==> src/rtl/chsel_pkg.sv <==
package chsel_pkg;
  localparam int CH_NUM = 2;

  typedef enum logic [2:0] {
    ST_IDLE,
    ST_ADDR,
    ST_ADDR_ACK,
    ST_WR,
    ST_WR_ACK,
    ST_RD,
    ST_RD_ACK
  } tgt_state_e;

  // Bit 2 = enable, bit 0 = channel index, bit 1 unused.
  function automatic logic [CH_NUM-1:0] decode_sel(input logic [2:0] sel);
    return {sel[2] & sel[0], sel[2] & ~sel[0]};
  endfunction
endpackage

==> src/rtl/i2c_line_sync.sv <==
module i2c_line_sync #(
  parameter int STAGES = 2
) (
  input  logic clk,
  input  logic rst_n,
  input  logic scl_i,
  input  logic sda_i,
  output logic sda_o,
  output logic scl_rise_o,
  output logic scl_fall_o,
  output logic start_o,
  output logic stop_o
);
  logic [STAGES-1:0] scl_sh_q, sda_sh_q;
  logic              scl_prev_q, sda_prev_q;
  logic              scl_s, sda_s;

  assign scl_s = scl_sh_q[STAGES-1];
  assign sda_s = sda_sh_q[STAGES-1];

  always_ff @(posedge clk or negedge rst_n) begin
    if (!rst_n) begin
      scl_sh_q   <= '1;
      sda_sh_q   <= '1;
      scl_prev_q <= 1'b1;
      sda_prev_q <= 1'b1;
    end else begin
      scl_sh_q   <= {scl_sh_q[STAGES-2:0], scl_i};
      sda_sh_q   <= {sda_sh_q[STAGES-2:0], sda_i};
      scl_prev_q <= scl_s;
      sda_prev_q <= sda_s;
    end
  end

  assign sda_o      = sda_s;
  assign scl_rise_o = scl_s & ~scl_prev_q;
  assign scl_fall_o = ~scl_s & scl_prev_q;
  assign start_o    = scl_s & scl_prev_q & sda_prev_q & ~sda_s;
  assign stop_o     = scl_s & scl_prev_q & ~sda_prev_q & sda_s;
endmodule

==> src/rtl/i2c_target_fsm.sv <==
module i2c_target_fsm
  import chsel_pkg::*;
#(
  parameter logic [3:0] ADDR_HI = 4'b1110
) (
  input  logic       clk,
  input  logic       rst_n,
  input  logic       sda_i,
  input  logic       scl_rise_i,
  input  logic       scl_fall_i,
  input  logic       start_i,
  input  logic       stop_i,
  input  logic [2:0] strap_i,
  input  logic [7:0] status_i,
  output logic       wr_en_o,
  output logic [2:0] wr_sel_o,
  output logic       sda_pull_o
);
  localparam int CNT_W = 4;
  localparam logic [CNT_W-1:0] BYTE_BITS = CNT_W'(8);
  localparam logic [CNT_W-1:0] LAST_TX   = CNT_W'(7);

  tgt_state_e       state_q, state_d;
  logic [CNT_W-1:0] bitcnt_q, bitcnt_d;
  logic [7:0]       shreg_q, shreg_d;
  logic             rw_q, rw_d;
  logic             ack_q, ack_d;
  logic             pull_q, pull_d;
  logic             wr_en;

  always_comb begin
    state_d  = state_q;
    bitcnt_d = bitcnt_q;
    shreg_d  = shreg_q;
    rw_d     = rw_q;
    ack_d    = ack_q;
    pull_d   = pull_q;
    wr_en    = 1'b0;
    if (stop_i) begin
      state_d = ST_IDLE;
      pull_d  = 1'b0;
    end else if (start_i) begin
      state_d  = ST_ADDR;
      bitcnt_d = '0;
      pull_d   = 1'b0;
    end else begin
      unique case (state_q)
        ST_ADDR, ST_WR: begin
          if (scl_rise_i && bitcnt_q < BYTE_BITS) begin
            shreg_d  = {shreg_q[6:0], sda_i};
            bitcnt_d = bitcnt_q + 1'b1;
          end else if (scl_fall_i && bitcnt_q == BYTE_BITS) begin
            if (state_q == ST_WR) begin
              wr_en   = 1'b1;
              pull_d  = 1'b1;
              state_d = ST_WR_ACK;
            end else if (shreg_q[7:1] == {ADDR_HI, strap_i}) begin
              rw_d    = shreg_q[0];
              pull_d  = 1'b1;
              state_d = ST_ADDR_ACK;
            end else begin
              state_d = ST_IDLE;
            end
          end
        end
        ST_ADDR_ACK: begin
          if (scl_fall_i) begin
            bitcnt_d = '0;
            if (rw_q) begin
              shreg_d = status_i;
              pull_d  = ~status_i[7];
              state_d = ST_RD;
            end else begin
              pull_d  = 1'b0;
              state_d = ST_WR;
            end
          end
        end
        ST_WR_ACK: begin
          if (scl_fall_i) begin
            pull_d   = 1'b0;
            bitcnt_d = '0;
            state_d  = ST_WR;
          end
        end
        ST_RD: begin
          if (scl_fall_i) begin
            if (bitcnt_q == LAST_TX) begin
              pull_d  = 1'b0;
              state_d = ST_RD_ACK;
            end else begin
              bitcnt_d = bitcnt_q + 1'b1;
              shreg_d  = {shreg_q[6:0], 1'b0};
              pull_d   = ~shreg_q[6];
            end
          end
        end
        ST_RD_ACK: begin
          if (scl_rise_i) begin
            ack_d = ~sda_i;
          end else if (scl_fall_i) begin
            if (ack_q) begin
              shreg_d  = status_i;
              pull_d   = ~status_i[7];
              bitcnt_d = '0;
              state_d  = ST_RD;
            end else begin
              state_d = ST_IDLE;
            end
          end
        end
        default: begin
          pull_d = 1'b0;
        end
      endcase
    end
  end

  always_ff @(posedge clk or negedge rst_n) begin
    if (!rst_n) begin
      state_q  <= ST_IDLE;
      bitcnt_q <= '0;
      shreg_q  <= '0;
      rw_q     <= 1'b0;
      ack_q    <= 1'b0;
      pull_q   <= 1'b0;
    end else begin
      state_q  <= state_d;
      bitcnt_q <= bitcnt_d;
      shreg_q  <= shreg_d;
      rw_q     <= rw_d;
      ack_q    <= ack_d;
      pull_q   <= pull_d;
    end
  end

  assign wr_en_o    = wr_en;
  assign wr_sel_o   = shreg_q[2:0];
  assign sda_pull_o = pull_q;

  // an idle or ignoring target never holds SDA low
  a_r1_idle_released: assert property (@(posedge clk) disable iff (!rst_n)
    (state_q == ST_IDLE) |-> !pull_q);
  // every stored data byte is followed by an ACK drive
  a_r2_write_acked: assert property (@(posedge clk) disable iff (!rst_n)
    wr_en |=> pull_q);
  // a NACK from the controller returns the engine to idle
  a_r9_nack_ends: assert property (@(posedge clk) disable iff (!rst_n)
    (state_q == ST_RD_ACK && scl_fall_i && !ack_q && !start_i && !stop_i)
      |=> (state_q == ST_IDLE && !pull_q));
  // a START always restarts address reception
  a_r10_restart: assert property (@(posedge clk) disable iff (!rst_n)
    (start_i && !stop_i) |=> (state_q == ST_ADDR && bitcnt_q == '0));
endmodule

==> src/rtl/chsel_ctrl_reg.sv <==
module chsel_ctrl_reg
  import chsel_pkg::*;
#(
  parameter int SYNC_STAGES = 2
) (
  input  logic              clk,
  input  logic              rst_n,
  input  logic              wr_en_i,
  input  logic [2:0]        wr_sel_i,
  input  logic              stop_i,
  input  logic [CH_NUM-1:0] irq_n_i,
  output logic [7:0]        status_o,
  output logic [CH_NUM-1:0] ch_en_o,
  output logic              irq_n_o
);
  logic [2:0]        sel_q, sel_d;
  logic [CH_NUM-1:0] en_q, en_d;
  logic [CH_NUM-1:0] irq_sh_q [SYNC_STAGES];

  always_comb begin
    sel_d = sel_q;
    en_d  = en_q;
    if (wr_en_i) sel_d = wr_sel_i;
    if (stop_i)  en_d  = decode_sel(sel_q);
  end

  always_ff @(posedge clk or negedge rst_n) begin
    if (!rst_n) begin
      sel_q <= '0;
      en_q  <= '0;
    end else begin
      sel_q <= sel_d;
      en_q  <= en_d;
    end
  end

  for (genvar s = 0; s < SYNC_STAGES; s++) begin : g_irq_sync
    always_ff @(posedge clk or negedge rst_n) begin
      if (!rst_n) irq_sh_q[s] <= '1;
      else if (s == 0) irq_sh_q[s] <= irq_n_i;
      else irq_sh_q[s] <= irq_sh_q[(s == 0) ? 0 : s-1];
    end
  end

  assign status_o = {2'b00, ~irq_sh_q[SYNC_STAGES-1], 1'b0, sel_q};
  assign ch_en_o  = en_q;
  assign irq_n_o  = &irq_n_i;

  // at most one channel is ever enabled
  a_r3_one_channel: assert property (@(posedge clk) disable iff (!rst_n)
    $onehot0(en_q));
  // enables move only in the cycle after a STOP
  a_r4_hold_until_stop: assert property (@(posedge clk) disable iff (!rst_n)
    !stop_i |=> $stable(en_q));
endmodule

==> src/rtl/i2c_chsel_ctrl.sv <==
module i2c_chsel_ctrl
  import chsel_pkg::*;
#(
  parameter logic [3:0] ADDR_HI     = 4'b1110,
  parameter int         SYNC_STAGES = 2
) (
  input  logic        clk,
  input  logic        rst_n,
  input  logic        scl_i,
  input  logic        sda_i,
  input  logic [2:0]  addr_strap_i,
  input  logic [1:0]  irq_n_i,
  output logic        sda_pull_o,
  output logic [1:0]  ch_en_o,
  output logic        irq_n_o
);
  logic       sda_s, scl_rise, scl_fall, start_evt, stop_evt;
  logic       wr_en;
  logic [2:0] wr_sel;
  logic [7:0] status;

  i2c_line_sync #(.STAGES(SYNC_STAGES)) sync_i (
    .clk        (clk),
    .rst_n      (rst_n),
    .scl_i      (scl_i),
    .sda_i      (sda_i),
    .sda_o      (sda_s),
    .scl_rise_o (scl_rise),
    .scl_fall_o (scl_fall),
    .start_o    (start_evt),
    .stop_o     (stop_evt)
  );

  i2c_target_fsm #(.ADDR_HI(ADDR_HI)) fsm_i (
    .clk        (clk),
    .rst_n      (rst_n),
    .sda_i      (sda_s),
    .scl_rise_i (scl_rise),
    .scl_fall_i (scl_fall),
    .start_i    (start_evt),
    .stop_i     (stop_evt),
    .strap_i    (addr_strap_i),
    .status_i   (status),
    .wr_en_o    (wr_en),
    .wr_sel_o   (wr_sel),
    .sda_pull_o (sda_pull_o)
  );

  chsel_ctrl_reg #(.SYNC_STAGES(SYNC_STAGES)) reg_i (
    .clk      (clk),
    .rst_n    (rst_n),
    .wr_en_i  (wr_en),
    .wr_sel_i (wr_sel),
    .stop_i   (stop_evt),
    .irq_n_i  (irq_n_i),
    .status_o (status),
    .ch_en_o  (ch_en_o),
    .irq_n_o  (irq_n_o)
  );
endmodule

==> config.mk <==
export PLATFORM = sky130hd
export DESIGN_NAME = i2c_chsel_ctrl
export DESIGN_NICKNAME = d
export VERILOG_FILES = /design/src/rtl/chsel_pkg.sv /design/src/rtl/i2c_line_sync.sv /design/src/rtl/i2c_target_fsm.sv /design/src/rtl/chsel_ctrl_reg.sv /design/src/rtl/i2c_chsel_ctrl.sv
export SDC_FILE = /design/constraint.sdc
export NUM_CORES = 1
export LEC_CHECK = 0
export ABC_CLOCK_PERIOD_IN_PS = 2700
export CORE_ASPECT_RATIO = 1.5
export CORE_UTILIZATION = 62
export CTS_CLUSTER_SIZE = 12
export DETAILED_ROUTE_END_ITERATION = 7
export DONT_BUFFER_PORTS = 1
export PLACE_DENSITY_LB_ADDON = 0.12
export SYNTH_ARGS = -nofsm -noshare
export SYNTH_HDL_FRONTEND = slang
export SYNTH_HIERARCHICAL = 1
export SYNTH_SLANG_ARGS = --single-unit
==> constraint.sdc <==
create_clock -name clk -period 2.7 [get_ports clk]
set_input_delay 0.675 -clock clk [delete_from_list [all_inputs] [get_ports clk]]
set_output_delay 0.675 -clock clk [all_outputs]
set_load 0.01 [all_outputs]
==> results.sh <==
export IMPL_status="complete, no violations"
export IMPL_worst_r2r_endpoint="fsm_i/shreg_q[6]"
export IMPL_syn_inst=192
export IMPL_clock_path_buffers=2
export IMPL_fin_nets=205
export IMPL_min_period_ps=2396
export IMPL_grtUsageMet3=0.04948
export IMPL_worstPathRequired_ps=2870
export IMPL_cts_made_buffers=5
export IMPL_synth_main_ff_cell="dfrtp_1"
export IMPL_portBuffers=0
export IMPL_crit_chain="and4b_1, nor2_2, o21ai_1, a2111oi_4, mux2_2"
export IMPL_via_per_inst=6.179
export IMPL_worst_hold_path_type="in -> async"
export IMPL_io_pins=13
export IMPL_r2r_worst_path_cells=5
export IMPL_use_met1=0.3080
export IMPL_start_util=0.6497
export IMPL_path_class="reg -> reg"
export IMPL_synthToLayoutAreaGrowth_pct=7.482
export IMPL_gr_usage_all_layers=0.2599
export IMPL_cpLargestDelayFamily="compound AO/OA/AOI/OAI gates"
export IMPL_netlist_area_um2=1873
export IMPL_slew_violations=0
export IMPL_cp_buffers_inverters=0
export IMPL_arrival_ps=2560
export IMPL_drtIter0Drc=68
export IMPL_antenna_found_initial=0
export IMPL_fillCellCount=244
export IMPL_finalSetupViolCount=0
export IMPL_setup_tns_final_ps=0
export IMPL_htreeDepth=2
export IMPL_synth_edff_count=0
export IMPL_skew_ps=7.364
export IMPL_dieArea_um2=3249
export IMPL_ir_drop_mv=0.5424
export IMPL_dr_pass1_iters=4
export IMPL_dieWidth_um=46.88
export IMPL_clock_latency_ps=290
export IMPL_synth_avg_cell_area_um2=9.755
export IMPL_grt_pass1_vias=1389
export IMPL_clkSinkCount=33
export IMPL_powerDensity_nw_per_um2=630.1
export IMPL_busiest_layer="met2"
export IMPL_crit_slowest_cell="a2111oi_4"
export IMPL_worst_pin_slew_ps=609.5
export IMPL_antenna_left=0
export IMPL_rrSetupSlack_ps=300
export IMPL_synthArstFlopShare=1.000
export IMPL_place_inst=226
export IMPL_use_met2=0.4120
export IMPL_dp_hpwl_um=2626
export IMPL_cts_setup_buffers=0
export IMPL_drive_gt1_frac=0.2205
export IMPL_grt_max_degree=34
export IMPL_grt_overflow_total=0
export IMPL_rsz0062_at_grt="no"
export IMPL_ctsRootBufferMaster="clkbuf_8"
export IMPL_drv_cap=0
export IMPL_slew_headroom=0.5936
export IMPL_vias=1446
export IMPL_core_area_um2=2883
export IMPL_p_total_mw=1.268
export IMPL_fin_util=0.6984
export IMPL_synth_seq_cells=33
export IMPL_cp_slowest_stage_delay_ps=630
export IMPL_synth_warnings=6
export IMPL_cp_end_kind="flip-flop"
export IMPL_rows=24
export IMPL_p_leak_nw=0.8588
export IMPL_gp_congestion=0.9218
export IMPL_drc_errors=0
export IMPL_num_antenna_cells=0
export IMPL_r2r_start="sync_i/sda_prev_q"
export IMPL_synth_seq_area_share=0.4476
export IMPL_grt_pass1_wl_um=5989
export IMPL_worst_slack_ps=304.5
export IMPL_fin_cells=234
export IMPL_ys_types=47
export IMPL_fmax_mhz=417.4
export IMPL_cts_resized=0
export IMPL_hold_viol=0
export IMPL_cts_hold_repair_buffers=0
export IMPL_drt_total_wl_um=3669
export IMPL_cp_max_fo=9
export IMPL_clkTransAtPathRegs_ps=70
export IMPL_die_h_um=69.32
export IMPL_cts_tree="yes"
export IMPL_place_ws_ps=336.4
export IMPL_avgRoutedWirePerCell_um=15.68
export IMPL_crit_path_start_kind="flip-flop"
export IMPL_min_period_over_period=0.8872
## Yosys cell counts, types with 4 or more instances
master    instances  area, µm²
nand2_1          33      123.9
nor2b_1           6      37.54
a21oi_1           5      25.02
nand3b_1          7      52.55
o21ai_0          11      55.05
dfrtp_1          23      575.6
inv_1             8      30.03
buf_4             6      45.04
nor2_1            6      22.52
nand3_1          11      55.05
dfstp_2          10      262.8
nand2b_1          4      25.02
mux2_2           11      123.9
buf_2             4      20.02
## registers in the layout, summed over array words and instances (netlist names)
register           count
sync_i/sda_prev_q      1
reg_i/irq_sh_q         4
fsm_i/sda_pull_o       1
fsm_i/rw_q             1
reg_i/ch_en_o          2
fsm_i/shreg_q          8
reg_i/sel_q            3
sync_i/scl_prev_q      1
fsm_i/bitcnt_q         4
fsm_i/state_q          3
sync_i/scl_sh_q        2
fsm_i/ack_q            1
sync_i/sda_sh_q        2
## where the power goes
group / switching [mW] / total (mW) / internal (mW)
registers: 0.0531 / 0.608 / 0.555
logic: 0.0948 / 0.194 / 0.0995
clock network: 0.190 / 0.466 / 0.276
## per-layer routing
| layer | vias to the layer above | routed length (µm) |
|---|---|---|
| met4 | 0 | 133 |
| met1 | 712 | 1493 |
| met3 | 15 | 126 |
| met5 | - | 0 |
| li1 | 674 | - |
| met2 | 45 | 1916 |
## metrics by stage
stage | area, µm² | hold WS [ps]
floorplan | 1881 | 345.2
global placement | 1898 | 346.0
detailed placement | 1898 | 347.6
CTS | 2013 | 59.70
global route | 2013 | 56.03
finish | 2013 | 71.26
## cell families (layout without fill, tap and decap cells)
group | count (synthesis) | in the layout | synth area share
buffers and inverters | 21 | 22 | 0.05678
AOI/OAI and AO/OA | 34 | 34 | 0.1456
other | 1 | 3 | 0.002002
DFF | 33 | 33 | 0.4476
xor gates and xnor gates | 3 | 3 | 0.01403
adders and majority gates | 2 | 2 | 0.01336
and+or+nand+nor | 85 | 85 | 0.2432
muxes | 13 | 13 | 0.07749
## cell usage in the layout, fill, tap and decap left out, types with 2 or more instances in the layout
cell      instances
nor2b_1           6
o22ai_1           2
nand3_1          11
mux2_2           11
and4b_1           3
nand4b_1          2
nor2_1            6
inv_1             8
conb_1            3
nor3_1            2
clkbuf_8          5
dfrtp_1          23
nand2b_1          4
a21oi_1           5
xnor2_1           3
o21ai_0          11
dfstp_2          10
buf_4             6
o211ai_1          2
nand2_1          33
nand3b_1          7
and2_1            2
a211oi_1          3
ha_1              2
## final cells by class
| class | instances | area (µm²) | area share |
|---|---|---|---|
| Clock buffer | 5 | 68.82 | 0.03418 |
| Inverter | 8 | 30.03 | 0.01492 |
| Clock inverter | 3 | 46.29 | 0.02300 |
| Timing Repair Buffer | 6 | 45.04 | 0.02237 |
| Sequential cell | 33 | 838.3 | 0.4164 |
| Tap cell | 39 | 48.80 | 0.02424 |
| Multi-Input combinational cell | 140 | 935.9 | 0.4649 |
## worst max path at each step
stage	startpoint	endpoint	slack, ps	cells after the start
floorplan	sync_i/sda_prev_q	fsm_i/shreg_q[1]	570	5
global placement	sync_i/sda_prev_q	fsm_i/shreg_q[4]	410	5
detailed placement	sync_i/sda_prev_q	fsm_i/shreg_q[6]	340	5
CTS	sync_i/sda_prev_q	fsm_i/shreg_q[6]	320	5
global route	sync_i/sda_prev_q	fsm_i/shreg_q[6]	170	5
finish	sync_i/sda_prev_q	fsm_i/shreg_q[6]	300	5
## worst reg2reg max path: cells and delay by family (launching register included)
kind | cells | cell delay (ps)
multiplexers | 1 | 410
AO/OA/AOI/OAI | 2 | 780
AND/OR/NAND/NOR | 2 | 560
flip-flops | 1 | 520
Note: power is estimated with default switching activity, not from simulation.
